$ cat src/rtl/jtag_tap_pkg.sv
`timescale 1ns/1ps
// Package jtag_tap_pkg
// Shared types and functions for the test access port: controller states,
// scan path selector, opcode constants, the state transition function and
// the instruction decoder. Assumes a 4-bit instruction register.
package jtag_tap_pkg;

    localparam int IR_W = 4;
    localparam int ID_W = 32;

    typedef enum logic [3:0] {
        TLR, RTI,
        SEL_DR, CAP_DR, SHF_DR, EX1_DR, PAU_DR, EX2_DR, UPD_DR,
        SEL_IR, CAP_IR, SHF_IR, EX1_IR, PAU_IR, EX2_IR, UPD_IR
    } tap_state_t;

    typedef enum logic [1:0] {
        PATH_BYP,
        PATH_ID,
        PATH_BSR
    } dr_path_t;

    localparam logic [IR_W-1:0] OP_EXTEST   = 4'b0000;
    localparam logic [IR_W-1:0] OP_SAMPLE   = 4'b0001;
    localparam logic [IR_W-1:0] OP_IDCODE   = 4'b0010;
    localparam logic [IR_W-1:0] OP_HIGHZ    = 4'b0011;
    localparam logic [IR_W-1:0] OP_CLAMP    = 4'b1000;
    localparam logic [IR_W-1:0] OP_BYPASS   = 4'b1111;
    localparam logic [IR_W-1:0] IR_CAPTURE  = 4'b1101;

    typedef struct packed {
        dr_path_t path;
        logic     drive;
        logic     highz;
        logic     sample;
    } ir_decode_t;

    // Next controller state for a given current state and TMS value.
    function automatic tap_state_t tap_next(input tap_state_t s, input logic m);
        tap_state_t n;
        case (s)
            TLR:     n = m ? TLR    : RTI;
            RTI:     n = m ? SEL_DR : RTI;
            SEL_DR:  n = m ? SEL_IR : CAP_DR;
            CAP_DR:  n = m ? EX1_DR : SHF_DR;
            SHF_DR:  n = m ? EX1_DR : SHF_DR;
            EX1_DR:  n = m ? UPD_DR : PAU_DR;
            PAU_DR:  n = m ? EX2_DR : PAU_DR;
            EX2_DR:  n = m ? UPD_DR : SHF_DR;
            UPD_DR:  n = m ? SEL_DR : RTI;
            SEL_IR:  n = m ? TLR    : CAP_IR;
            CAP_IR:  n = m ? EX1_IR : SHF_IR;
            SHF_IR:  n = m ? EX1_IR : SHF_IR;
            EX1_IR:  n = m ? UPD_IR : PAU_IR;
            PAU_IR:  n = m ? EX2_IR : PAU_IR;
            EX2_IR:  n = m ? UPD_IR : SHF_IR;
            UPD_IR:  n = m ? SEL_DR : RTI;
            default: n = TLR;
        endcase
        return n;
    endfunction

    // Map an active opcode onto its scan path and pad controls.
    function automatic ir_decode_t decode_op(input logic [IR_W-1:0] op, input bit has_id);
        ir_decode_t d;
        d = '{path: PATH_BYP, drive: 1'b0, highz: 1'b0, sample: 1'b0};
        case (op)
            OP_EXTEST: begin
                d.path   = PATH_BSR;
                d.drive  = 1'b1;
                d.sample = 1'b1;
            end
            OP_SAMPLE: begin
                d.path   = PATH_BSR;
                d.sample = 1'b1;
            end
            OP_IDCODE: d.path  = has_id ? PATH_ID : PATH_BYP;
            OP_HIGHZ:  d.highz = 1'b1;
            OP_CLAMP:  d.drive = 1'b1;
            default:   d.path  = PATH_BYP;
        endcase
        return d;
    endfunction

endpackage

$ cat src/rtl/jtag_tap_fsm.sv
`timescale 1ns/1ps
// Module jtag_tap_fsm
// The 16-state controller. It advances on the rising edge of tck from tms.
// A synchronous active-low reset forces Test-Logic-Reset.
// Assumes tms is stable around the rising edge.
module jtag_tap_fsm
    import jtag_tap_pkg::*;
(
    input  logic       tck,
    input  logic       trst_n,
    input  logic       tms,
    output tap_state_t state
);

    // Controller state register.
    always_ff @(posedge tck) begin
        if (!trst_n) state <= TLR;
        else         state <= tap_next(state, tms);
    end

endmodule

$ cat src/rtl/jtag_tap_ir.sv
`timescale 1ns/1ps
// Module jtag_tap_ir
// Instruction shift stage and active instruction. The shift stage captures a
// fixed pattern and shifts LSB first on rising tck. The active instruction is
// loaded on falling tck in Update-IR, and is reset in Test-Logic-Reset or when
// trst_n is low. Assumes the controller state comes from jtag_tap_fsm.
module jtag_tap_ir
    import jtag_tap_pkg::*;
#(
    parameter bit HAS_ID = 1'b1
) (
    input  logic             tck,
    input  logic             trst_n,
    input  tap_state_t       state,
    input  logic             tdi,
    output logic [IR_W-1:0]  ir_shift,
    output logic [IR_W-1:0]  active_op
);

    localparam logic [IR_W-1:0] RESET_OP = HAS_ID ? OP_IDCODE : OP_BYPASS;

    // Capture and shift of the instruction path.
    always_ff @(posedge tck) begin
        if (!trst_n)               ir_shift <= IR_CAPTURE;
        else if (state == CAP_IR)  ir_shift <= IR_CAPTURE;
        else if (state == SHF_IR)  ir_shift <= {tdi, ir_shift[IR_W-1:1]};
    end

    // Active instruction: falling-edge update and reset load.
    always_ff @(negedge tck) begin
        if (!trst_n || state == TLR) active_op <= RESET_OP;
        else if (state == UPD_IR)    active_op <= ir_shift;
    end

endmodule

$ cat src/rtl/jtag_tap_dr.sv
`timescale 1ns/1ps
// Module jtag_tap_dr
// Data registers: bypass cell, optional identification register, and the
// boundary chain with its output holding stage. Only the selected path
// captures, shifts or updates. Cell 0 of every path is nearest tdo.
// Assumes path is stable except across Update-IR.
module jtag_tap_dr
    import jtag_tap_pkg::*;
#(
    parameter int N_IN     = 4,
    parameter int N_OUT    = 4,
    parameter bit HAS_ID   = 1'b1,
    parameter bit PART_ALT = 1'b0
) (
    input  logic             tck,
    input  logic             trst_n,
    input  tap_state_t       state,
    input  dr_path_t         path,
    input  logic             tdi,
    input  logic [N_IN-1:0]  pad_in,
    input  logic [N_OUT-1:0] core_out,
    output logic             dr_tdo,
    output logic [N_OUT-1:0] bsr_out
);

    localparam int BSR_LEN = N_IN + N_OUT;
    localparam logic [15:0]   PART_CODE = PART_ALT ? 16'h020A : 16'h0208;
    localparam logic [ID_W-1:0] ID_WORD = {4'h2, PART_CODE, 11'h033, 1'b1};

    logic               byp_q;
    logic               id_lsb;
    logic [BSR_LEN-1:0] bsr_q;

    // Bypass cell: captures 0, shifts one bit.
    always_ff @(posedge tck) begin
        if (!trst_n)                                  byp_q <= 1'b0;
        else if (path == PATH_BYP && state == CAP_DR) byp_q <= 1'b0;
        else if (path == PATH_BYP && state == SHF_DR) byp_q <= tdi;
    end

    generate
        if (HAS_ID) begin : g_id
            logic [ID_W-1:0] id_q;
            // Identification register: loads the fixed word, shifts LSB first.
            always_ff @(posedge tck) begin
                if (!trst_n)                                 id_q <= ID_WORD;
                else if (path == PATH_ID && state == CAP_DR) id_q <= ID_WORD;
                else if (path == PATH_ID && state == SHF_DR) id_q <= {tdi, id_q[ID_W-1:1]};
            end
            assign id_lsb = id_q[0];
        end else begin : g_no_id
            assign id_lsb = 1'b0;
        end
    endgenerate

    // Boundary chain: snapshot of pads and core outputs, then serial shift.
    always_ff @(posedge tck) begin
        if (!trst_n)                                  bsr_q <= '0;
        else if (path == PATH_BSR && state == CAP_DR) bsr_q <= {core_out, pad_in};
        else if (path == PATH_BSR && state == SHF_DR) bsr_q <= {tdi, bsr_q[BSR_LEN-1:1]};
    end

    // Output holding stage: copies the output cells on falling tck in Update-DR.
    always_ff @(negedge tck) begin
        if (!trst_n)                                  bsr_out <= '0;
        else if (path == PATH_BSR && state == UPD_DR) bsr_out <= bsr_q[BSR_LEN-1:N_IN];
    end

    // Serial output of the selected path.
    always_comb begin
        case (path)
            PATH_ID:  dr_tdo = id_lsb;
            PATH_BSR: dr_tdo = bsr_q[0];
            default:  dr_tdo = byp_q;
        endcase
    end

endmodule

$ cat src/rtl/jtag_tap_ctrl.sv
`timescale 1ns/1ps
// Module jtag_tap_ctrl
// Top of the test access port. Ties together the controller, the instruction
// stage and the data registers, decodes the active instruction into the path
// select and pad controls, and retimes tdo and its enable onto falling tck.
// Assumes a free-running tck while trst_n is low, so that reset is taken.
module jtag_tap_ctrl
    import jtag_tap_pkg::*;
#(
    parameter int N_IN     = 4,
    parameter int N_OUT    = 4,
    parameter bit HAS_ID   = 1'b1,
    parameter bit PART_ALT = 1'b0
) (
    input  logic             tck,
    input  logic             trst_n,
    input  logic             tms,
    input  logic             tdi,
    output logic             tdo,
    output logic             tdo_oe,
    input  logic [N_IN-1:0]  pad_in,
    input  logic [N_OUT-1:0] core_out,
    output logic [N_OUT-1:0] bsr_out,
    output logic             pad_highz,
    output logic             pad_drive,
    output logic             pad_sample
);

    tap_state_t      state;
    logic [IR_W-1:0] ir_shift;
    logic [IR_W-1:0] active_op;
    ir_decode_t      dec;
    logic            dr_tdo;

    jtag_tap_fsm u_fsm (
        .tck    (tck),
        .trst_n (trst_n),
        .tms    (tms),
        .state  (state)
    );

    jtag_tap_ir #(.HAS_ID(HAS_ID)) u_ir (
        .tck       (tck),
        .trst_n    (trst_n),
        .state     (state),
        .tdi       (tdi),
        .ir_shift  (ir_shift),
        .active_op (active_op)
    );

    // Decode of the active instruction; it changes only when active_op does.
    always_comb dec = decode_op(active_op, HAS_ID);

    assign pad_drive  = dec.drive;
    assign pad_highz  = dec.highz;
    assign pad_sample = dec.sample;

    jtag_tap_dr #(
        .N_IN     (N_IN),
        .N_OUT    (N_OUT),
        .HAS_ID   (HAS_ID),
        .PART_ALT (PART_ALT)
    ) u_dr (
        .tck      (tck),
        .trst_n   (trst_n),
        .state    (state),
        .path     (dec.path),
        .tdi      (tdi),
        .pad_in   (pad_in),
        .core_out (core_out),
        .dr_tdo   (dr_tdo),
        .bsr_out  (bsr_out)
    );

    // Serial output and its enable, retimed onto falling tck.
    always_ff @(negedge tck) begin
        if (!trst_n) begin
            tdo    <= 1'b0;
            tdo_oe <= 1'b0;
        end else begin
            tdo    <= (state == SHF_IR) ? ir_shift[0] : dr_tdo;
            tdo_oe <= (state == SHF_IR) || (state == SHF_DR);
        end
    end

endmodule

$ cat config.mk
export PLATFORM = sky130hd
export DESIGN_NAME = jtag_tap_ctrl
export DESIGN_NICKNAME = d
export VERILOG_FILES = /design/src/rtl/jtag_tap_pkg.sv /design/src/rtl/jtag_tap_fsm.sv /design/src/rtl/jtag_tap_ir.sv /design/src/rtl/jtag_tap_dr.sv /design/src/rtl/jtag_tap_ctrl.sv
export SDC_FILE = /design/constraint.sdc
export NUM_CORES = 1
export LEC_CHECK = 0
export CORE_MARGIN = 4
export CORE_UTILIZATION = 40
export DETAILED_ROUTE_END_ITERATION = 10
export SKIP_LAST_GASP = 1
export SLEW_MARGIN = 20
export SYNTH_ARGS = -nofsm -noshare
export SYNTH_HDL_FRONTEND = slang
export SYNTH_HIERARCHICAL = 1
export SYNTH_SLANG_ARGS = --single-unit
$ cat constraint.sdc
create_clock -name tck -period 2.1 [get_ports tck]
set_clock_uncertainty 0.05 [all_clocks]
set_input_delay 0.315 -clock tck [delete_from_list [all_inputs] [get_ports tck]]
set_output_delay 0.315 -clock tck [all_outputs]
set_load 0.005 [all_outputs]
==> metrics.csv, run 1 <==
stage;metric;value;unit
final_layout;Ant. Diodes;0;
global_route;largest net degree at the start of global routing;33;
clock_network;CTS Root Cell;clkbuf_8;
yosys;Post-synth EDFFs;0;
yosys;Seq/Total Area, Yosys;44.42;%
final_layout;P&R area growth vs syn;36.38;%
route;number of DRC markers in iteration 0;72;
yosys;Cells after Synth;296;
placement;port bufs;20;
critical_path;Max FO, Critical Path;8;
placement;DP HPWL;3427;um
critical_path;Setup crit end kind;flip-flop;
floorplan;Die X;89.53;um
clock_network;total CTS buffers;9;
floorplan;Core ar.;6386;sq um
final_layout;layout net count;371;
global_route;first-pass GRT wire length;9239;um
placement;pre-CTS setup slack;-0.5839;ns
floorplan;Die Ht;89.53;um
sta;Pins Over Slew Limit;0;
floorplan;Site Rows;29;
yosys;top-area cell type share of the netlist area;44.42;%
critical_path;Worst R2R End;u_dr/g_id.id_q[21]$_SDFFE_PP1P_;
route;final antenna-violating net count;0;
min_path;hold path startpoint;u_dr/g_id.id_q[9]$_SDFFE_PP0P_;
power_and_ir_drop;Lkg Pwr;0.001573;uW
clock_network;clk buf depth;2;
power_and_ir_drop;maximum vdd ir drop;0.0004609;V
clock_network;CTS HTree Levels;3;
floorplan;Boundary Pins;21;
final_layout;Final Util;56.78;%
yosys;synth top area cells;dfxtp_1 (44%), nand2_1 (12%), mux2i_1 (7.2%);
yosys;Syn Area/Cell;8.982;sq um
critical_path;R2R Path Start;u_ir/active_op[2]$_SDFFE_NP0N_;
yosys;post-synthesis cell type count;48;
final_layout;Post-Layout Cell Count;437;
clock_network;clock latency on the worst-skew pair;0.38;ns
placement;Cells after DPL;401;
yosys;largest area contributor in the netlist;dfxtp_1;
yosys;Synthesized Nets;312;
run;Max Cap Viol;0;
yosys;Commonest cells post-synth;nand2_1 (84), dfxtp_1 (59), a21oi_1 (28), mux2i_1 (19), nand3_1 (11);
sta;final setup violation count;60;
global_route;initial antenna violation count;0;
yosys;#FFs+latches synth;59;
run_status;status;finished with violations;
yosys;count leader, synth;nand2_1;
critical_path;Worst EP required;2.32;ns
yosys;Post-Syn Area;2659;sq um
critical_path;crit path from;u_ir/active_op[2]$_SDFFE_NP0N_;
route;Post-route DRC;0;
critical_path;critical path class;reg -> reg;
route;vias per std cell;5.110;
global_route;GR Overflow Total;0;
sta;Worst Tran Pin Value;0.4592;ns
run_status;failing checks;setup timing;
yosys;top_reg_cell synth;dfxtp_1;
critical_path;flop-to-flop setup slack;-0.58;ns
clock_network;CTS hold repair buffers;0;
placement;Routability Congestion;0.7439;
clock_network;Clk pin slew, worst setup/hold paths;0.07;ns
critical_path;R2R cell count;7;
sta;unrepaired setup endpoints after global routing;true;
final_layout;fill count;582;
route;drt wl/cell;13.14;um
floorplan;die area;8016;sq um
min_path;Hold Path Class;reg -> reg;
route;via count;2233;
floorplan;Starting Density;41.63;%
global_route;vias in the first global route;2020;
global_route;GRT Overall Usage;15.19;%
clock_network;# clock sinks;59;
route;Routed WL;5741;um
final_layout;share of layout cells above drive strength 1;29.72;%
sta;Setup TNS;-26.38;ns
yosys;Synth async-reset ratio;0;%
critical_path;CP Launch Type;flip-flop;
yosys;yosys warns;6;
critical_path;CP endpoint;u_dr/g_id.id_q[21]$_SDFFE_PP1P_;
sta;max_slew headroom;69.29;%
sta;Final Hold Violating Endpoints;0;
route;drt pass-1 iters;4;
sta;Worst Setup Slack, final;-0.5826;ns
clock_network;CTS tree;built;
critical_path;WP data arrival;2.91;ns
power_and_ir_drop;Pwr Density;686.3;nW/um^2
## cells in the final DEF, fill, tap and decap left out, types with 2 or more instances in the layout
| cell | instances |
|---|---|
| nand2_1 | 81 |
| dfxtp_1 | 46 |
| a21oi_1 | 27 |
| mux2i_1 | 19 |
| buf_4 | 19 |
| inv_1 | 14 |
| buf_6 | 11 |
| clkdlybuf4s50_1 | 11 |
| nand3_1 | 11 |
| clkbuf_8 | 9 |
| dfxtp_2 | 8 |
| o211a_1 | 8 |
| buf_12 | 7 |
| buf_2 | 6 |
| nor2b_1 | 5 |
| dfxtp_4 | 5 |
| nor2_1 | 4 |
| clkinv_4 | 3 |
| clkbuf_16 | 3 |
| inv_2 | 3 |
| o211ai_1 | 3 |
| nor2_2 | 3 |
| nor4b_4 | 2 |
| buf_8 | 2 |
| nand2_4 | 2 |
| nand3b_1 | 2 |
| ha_2 | 2 |
| a211o_1 | 2 |
| o31a_1 | 2 |
## cells by family after synthesis
| group | Yosys count | share of synthesized area [%] |
|---|---|---|
| xor+xnor | 1 | 0.6119 |
| buf+inv | 28 | 6.306 |
| flops | 59 | 44.42 |
| compound gates | 55 | 15.01 |
| mux | 19 | 7.153 |
| fa+ha+maj | 4 | 1.882 |
| simple gates | 130 | 24.61 |
## per-stage QoR
step | instance area, sq um | total power [uW] | hold WS (ns)
2_1_floorplan | 2710 | 1320 | 0.3813
3_3_place_gp | 3120 | 1399 | 0.3869
3_5_place_dp | 3120 | 1401 | 0.3937
4_1_cts | 3483 | 2500 | 0.4034
5_1_grt | 3626 | 2622 | 0.4188
6_report | 3626 | 2489 | 0.3949
## state kept, by name, indices dropped and copies added (netlist names)
signal and count:
tdo_oe 1, u_dr/bsr_out 4, u_ir/ir_shift 4, u_dr/bsr_q 8, tdo 1, u_dr/g_id.id_q 32, u_ir/active_op 4, u_fsm/state 4
u_dr/byp_q 1
## what timing repair did
action                     in CTS  in global routing
setup buffers                   8                  3
pin swaps                      13                  7
hold endpoints to repair        0                  0
setup endpoints to repair      60                 60
resized for setup              63                 18
gates cloned                    0                  4
## routing by layer
layer	global-route usage [%]	share of wire [%]
met5	0	0
met4	7.442	1.3
met3	4.977	3.9
met1	19.14	48
met2	23.31	47
## power breakdown
part | total [uW] | internal, uW | switching [uW]
clock | 1100 | 577 | 519
combinational | 255 | 134 | 121
sequential | 1140 | 1130 | 7.94
## worst min-delay path by stage
| stage | end | slack [ns] | cells past startpoint |
|---|---|---|---|
| 2_1_floorplan | u_dr/g_id.id_q[10]$_SDFFE_PP0P_ | 0.38 | 2 |
| 3_3_place_gp | u_dr/g_id.id_q[30]$_SDFFE_PP0P_ | 0.39 | 2 |
| 3_5_place_dp | u_dr/g_id.id_q[30]$_SDFFE_PP0P_ | 0.39 | 2 |
| 4_1_cts | u_dr/g_id.id_q[7]$_SDFFE_PP0P_ | 0.40 | 2 |
| 5_1_grt | u_dr/g_id.id_q[24]$_SDFFE_PP0P_ | 0.42 | 2 |
| 6_report | u_dr/g_id.id_q[8]$_SDFFE_PP0P_ | 0.39 | 2 |
## critical path: stages (launching register included)
cell and delay (ns):
dfxtp_4 0.36, nor4b_4 0.31, buf_4 0.16, ha_1 0.18, nand2_2 0.08, and2_1 0.19
buf_12 0.14, nand3_1 0.06
## area by class of cell
type                            instances  area (sq um)  share of cell area [%]
Tap cell                               77         96.34                   2.657
Multi-Input combinational cell        209          1405                   38.75
Clock inverter                         17         112.6                   3.106
Inverter                                7         26.28                  0.7246
Timing Repair Buffer                   59         651.9                   17.98
Clock buffer                            9         123.9                   3.416
Sequential cell                        59          1210                   33.37
No activity file was read; power rests on OpenSTA's default activity.
==> run 2, diff against run 1 <==
- SKIP_CTS_REPAIR_TIMING: unset -> 1
==> run 2 against run 1 <==
The run still ends with setup timing left. Sequential share of layout area increased by 0.10 points. Die area unchanged. Utilization decreased by 0.18 points. Global-route usage decreased by 0.71 points. Final cell count decreased by 0.23%. Sequential cell count unchanged. Design area decreased by 0.31%. Sequential power about the same.
==> metrics.csv, run 2 (synthesis results as in run 1) <==
stage;metric;value;unit;change
final_layout;multi-input logic area;1385;sq um;-1.4%
final_layout;Post-Layout Cell Count;436;;-0.23%
clock_network;CTS tree;built;;
floorplan;Starting Density;41.63;%;unchanged
route;number of DRC markers in iteration 0;83;;+15%
sta;final setup violation count;60;;unchanged
floorplan;Die Ht;89.53;um;unchanged
final_layout;Ant. Diodes;0;;unchanged
final_layout;most frequent cells in the layout;nand2_1 (82), dfxtp_1 (46), a21oi_1 (27), mux2i_1 (19), buf_4 (19);;
critical_path;CP top delay family;simple AND/OR/NAND/NOR gates;;
sta;Final Hold Violating Endpoints;0;;unchanged
floorplan;Boundary Pins;21;;unchanged
min_path;Hold Path Class;reg -> reg;;
final_layout;fill count;572;;-1.7%
power_and_ir_drop;maximum vdd ir drop;0.0004756;V;+3.2%
global_route;vias in the first global route;1942;;-3.9%
clock_network;CTS Root Cell;clkbuf_8;;
sta;Hold Slack;0.3982;ns;+0.003288 ns
global_route;met2 Use GR;22.24;%;-1.1 points
final_layout;layout net count;370;;-0.27%
sta;unrepaired setup endpoints after global routing;true;;
critical_path;WP data arrival;2.87;ns;-0.04 ns
critical_path;critical path class;reg -> reg;;
critical_path;slowest stage cell, crit path;dfxtp_2;;
global_route;GR Overflow Total;0;;unchanged
sta;Worst Setup Slack, final;-0.5898;ns;-0.007180 ns
critical_path;Max FO, Critical Path;16;;+8
floorplan;Core ar.;6386;sq um;unchanged
global_route;busiest grt layer;met2;;
floorplan;die area;8016;sq um;unchanged
placement;Routability Congestion;0.7439;;unchanged
route;vias per std cell;5.028;;-1.6%
sta;Pins Over Slew Limit;0;;unchanged
global_route;met1 Track Usage GR;18.19;%;-0.96 points
critical_path;Worst EP required;2.28;ns;-0.04 ns
global_route;met3 usage;4.977;%;unchanged
final_layout;register area;1210;sq um;unchanged
route;Routed WL;5613;um;-2.2%
critical_path;Buf/Inv on CP;2;;unchanged
global_route;largest net degree at the start of global routing;33;;unchanged
final_layout;most common cell after layout, fill and taps aside;nand2_1;;
route;final antenna-violating net count;0;;unchanged
route;Post-route DRC;0;;unchanged
final_layout;P&R area growth vs syn;35.95;%;
global_route;initial antenna violation count;0;;unchanged
clock_network;Clk pin slew, worst setup/hold paths;0.07;ns;about the same
final_layout;share of layout cells above drive strength 1;28.41;%;-1.3 points
route;drt pass-1 iters;4;;unchanged
global_route;first-pass GRT wire length;8804;um;-4.7%
power_and_ir_drop;Tot Pwr;2480;uW;-0.37%
floorplan;Die X;89.53;um;unchanged
placement;Cells after DPL;401;;unchanged
route;drt wl/cell;12.87;um;-2.0%
run_status;failing checks;setup timing;;
clock_network;CTS HTree Levels;3;;unchanged
placement;port bufs;20;;unchanged
clock_network;total CTS buffers;9;;unchanged
clock_network;clk buf depth;2;;unchanged
final_layout;top flop regs;u_dr/g_id.id_q (32), u_dr/bsr_q (8);;
critical_path;CP peak stage delay;0.35;ns;about the same
clock_network;clock latency on the worst-skew pair;0.37;ns;about the same
sta;max_slew headroom;69.45;%;+0.16 points
critical_path;crit-path cells;nor4b_4, inv_1, ha_2, nand2b_4, a21oi_4, buf_12, o211a_1;;
clock_network;# clock sinks;59;;unchanged
floorplan;Site Rows;29;;unchanged
run;Max Cap Viol;0;;unchanged
critical_path;CP Launch Type;flip-flop;;
run_status;status;finished with violations;;
final_layout;max reg flops;32;;unchanged
critical_path;Setup crit end kind;flip-flop;;
final_layout;Biggest register;u_dr/g_id.id_q;;
global_route;GRT Overall Usage;14.48;%;-0.71 points
route;via count;2192;;-1.8%
sta;Worst Tran Pin Value;0.4568;ns;-0.002359 ns
power_and_ir_drop;Pwr Density;686.0;nW/um^2;about the same
placement;DP HPWL;3427;um;unchanged
power_and_ir_drop;Lkg Pwr;0.001596;uW;+1.5%
[run 2: cell count changes in the layout (fill, tap and decap cells not counted), moves of 2 or more]
cell | previous run | this run
buf_2 | 6 | 1
dlymetal6s2s_1 | 0 | 2
nand2_4 | 2 | 0
buf_6 | 11 | 6
clkbuf_2 | 0 | 5
[run 2: through the flow]
step / TNS, ns / instance area, sq um / worst slack (ns) / utilization (%)
2_1_floorplan: -21.64 / 2710 / -0.5137 / -
3_3_place_gp: -25.89 / 3120 / -0.5493 / 48.86
3_5_place_dp: -27.81 / 3120 / -0.5839 / 48.86
4_1_cts: -32.37 / 3346 / -0.9812 / 52.39
5_1_grt: -31.84 / 3615 / -0.6833 / 56.60
6_report: -27.01 / 3615 / -0.5898 / 56.60
[run 2: cell type report]
cell class	count	share of cell area (%)
multi-input cells	209	38.32
flip-flops and latches	59	33.47
repair buffers	58	18.28
clock buffers	9	3.427
clock inverters	17	3.115
well taps	77	2.665
inverters	7	0.7269
[run 2: metal layers]
| metal | wire, um | share of wire, % | vias to the layer above |
|---|---|---|---|
| met3 | 170 | 3.0 | 11 |
| met1 | 2720 | 48 | 1024 |
| li1 | - | - | 1134 |
| met4 | 134 | 2.4 | 0 |
| met2 | 2586 | 46 | 23 |
| met5 | 0 | 0 | - |
[run 2: tightest hold or removal path: cells and delay by family (launching register included)]
family	cells	cell delay (ns)
flip-flops	1	0.31
AND/OR/NAND/NOR	1	0.05
AO/OA/AOI/OAI	1	0.05
[run 2: final timing paths]
path / from / endpoint / slack, ns / cells after the start
setup reg to reg: u_ir/active_op[2]$_SDFFE_NP0N_ / u_dr/bsr_q[7]$_SDFFE_PN0P_ / -0.59 / 7
setup / recovery: u_ir/active_op[2]$_SDFFE_NP0N_ / u_dr/bsr_q[7]$_SDFFE_PN0P_ / -0.59 / 7
hold / removal: u_dr/g_id.id_q[25]$_SDFFE_PP0P_ / u_dr/g_id.id_q[24]$_SDFFE_PP0P_ / 0.40 / 2
hold reg to reg: u_dr/g_id.id_q[25]$_SDFFE_PP0P_ / u_dr/g_id.id_q[24]$_SDFFE_PP0P_ / 0.40 / 2
[run 2: power by group]
group	total [uW]	switching (uW)	internal [uW]
logic	251	119	131
clock network	1090	515	576
registers	1140	7.89	1130
total	2480	642	1840
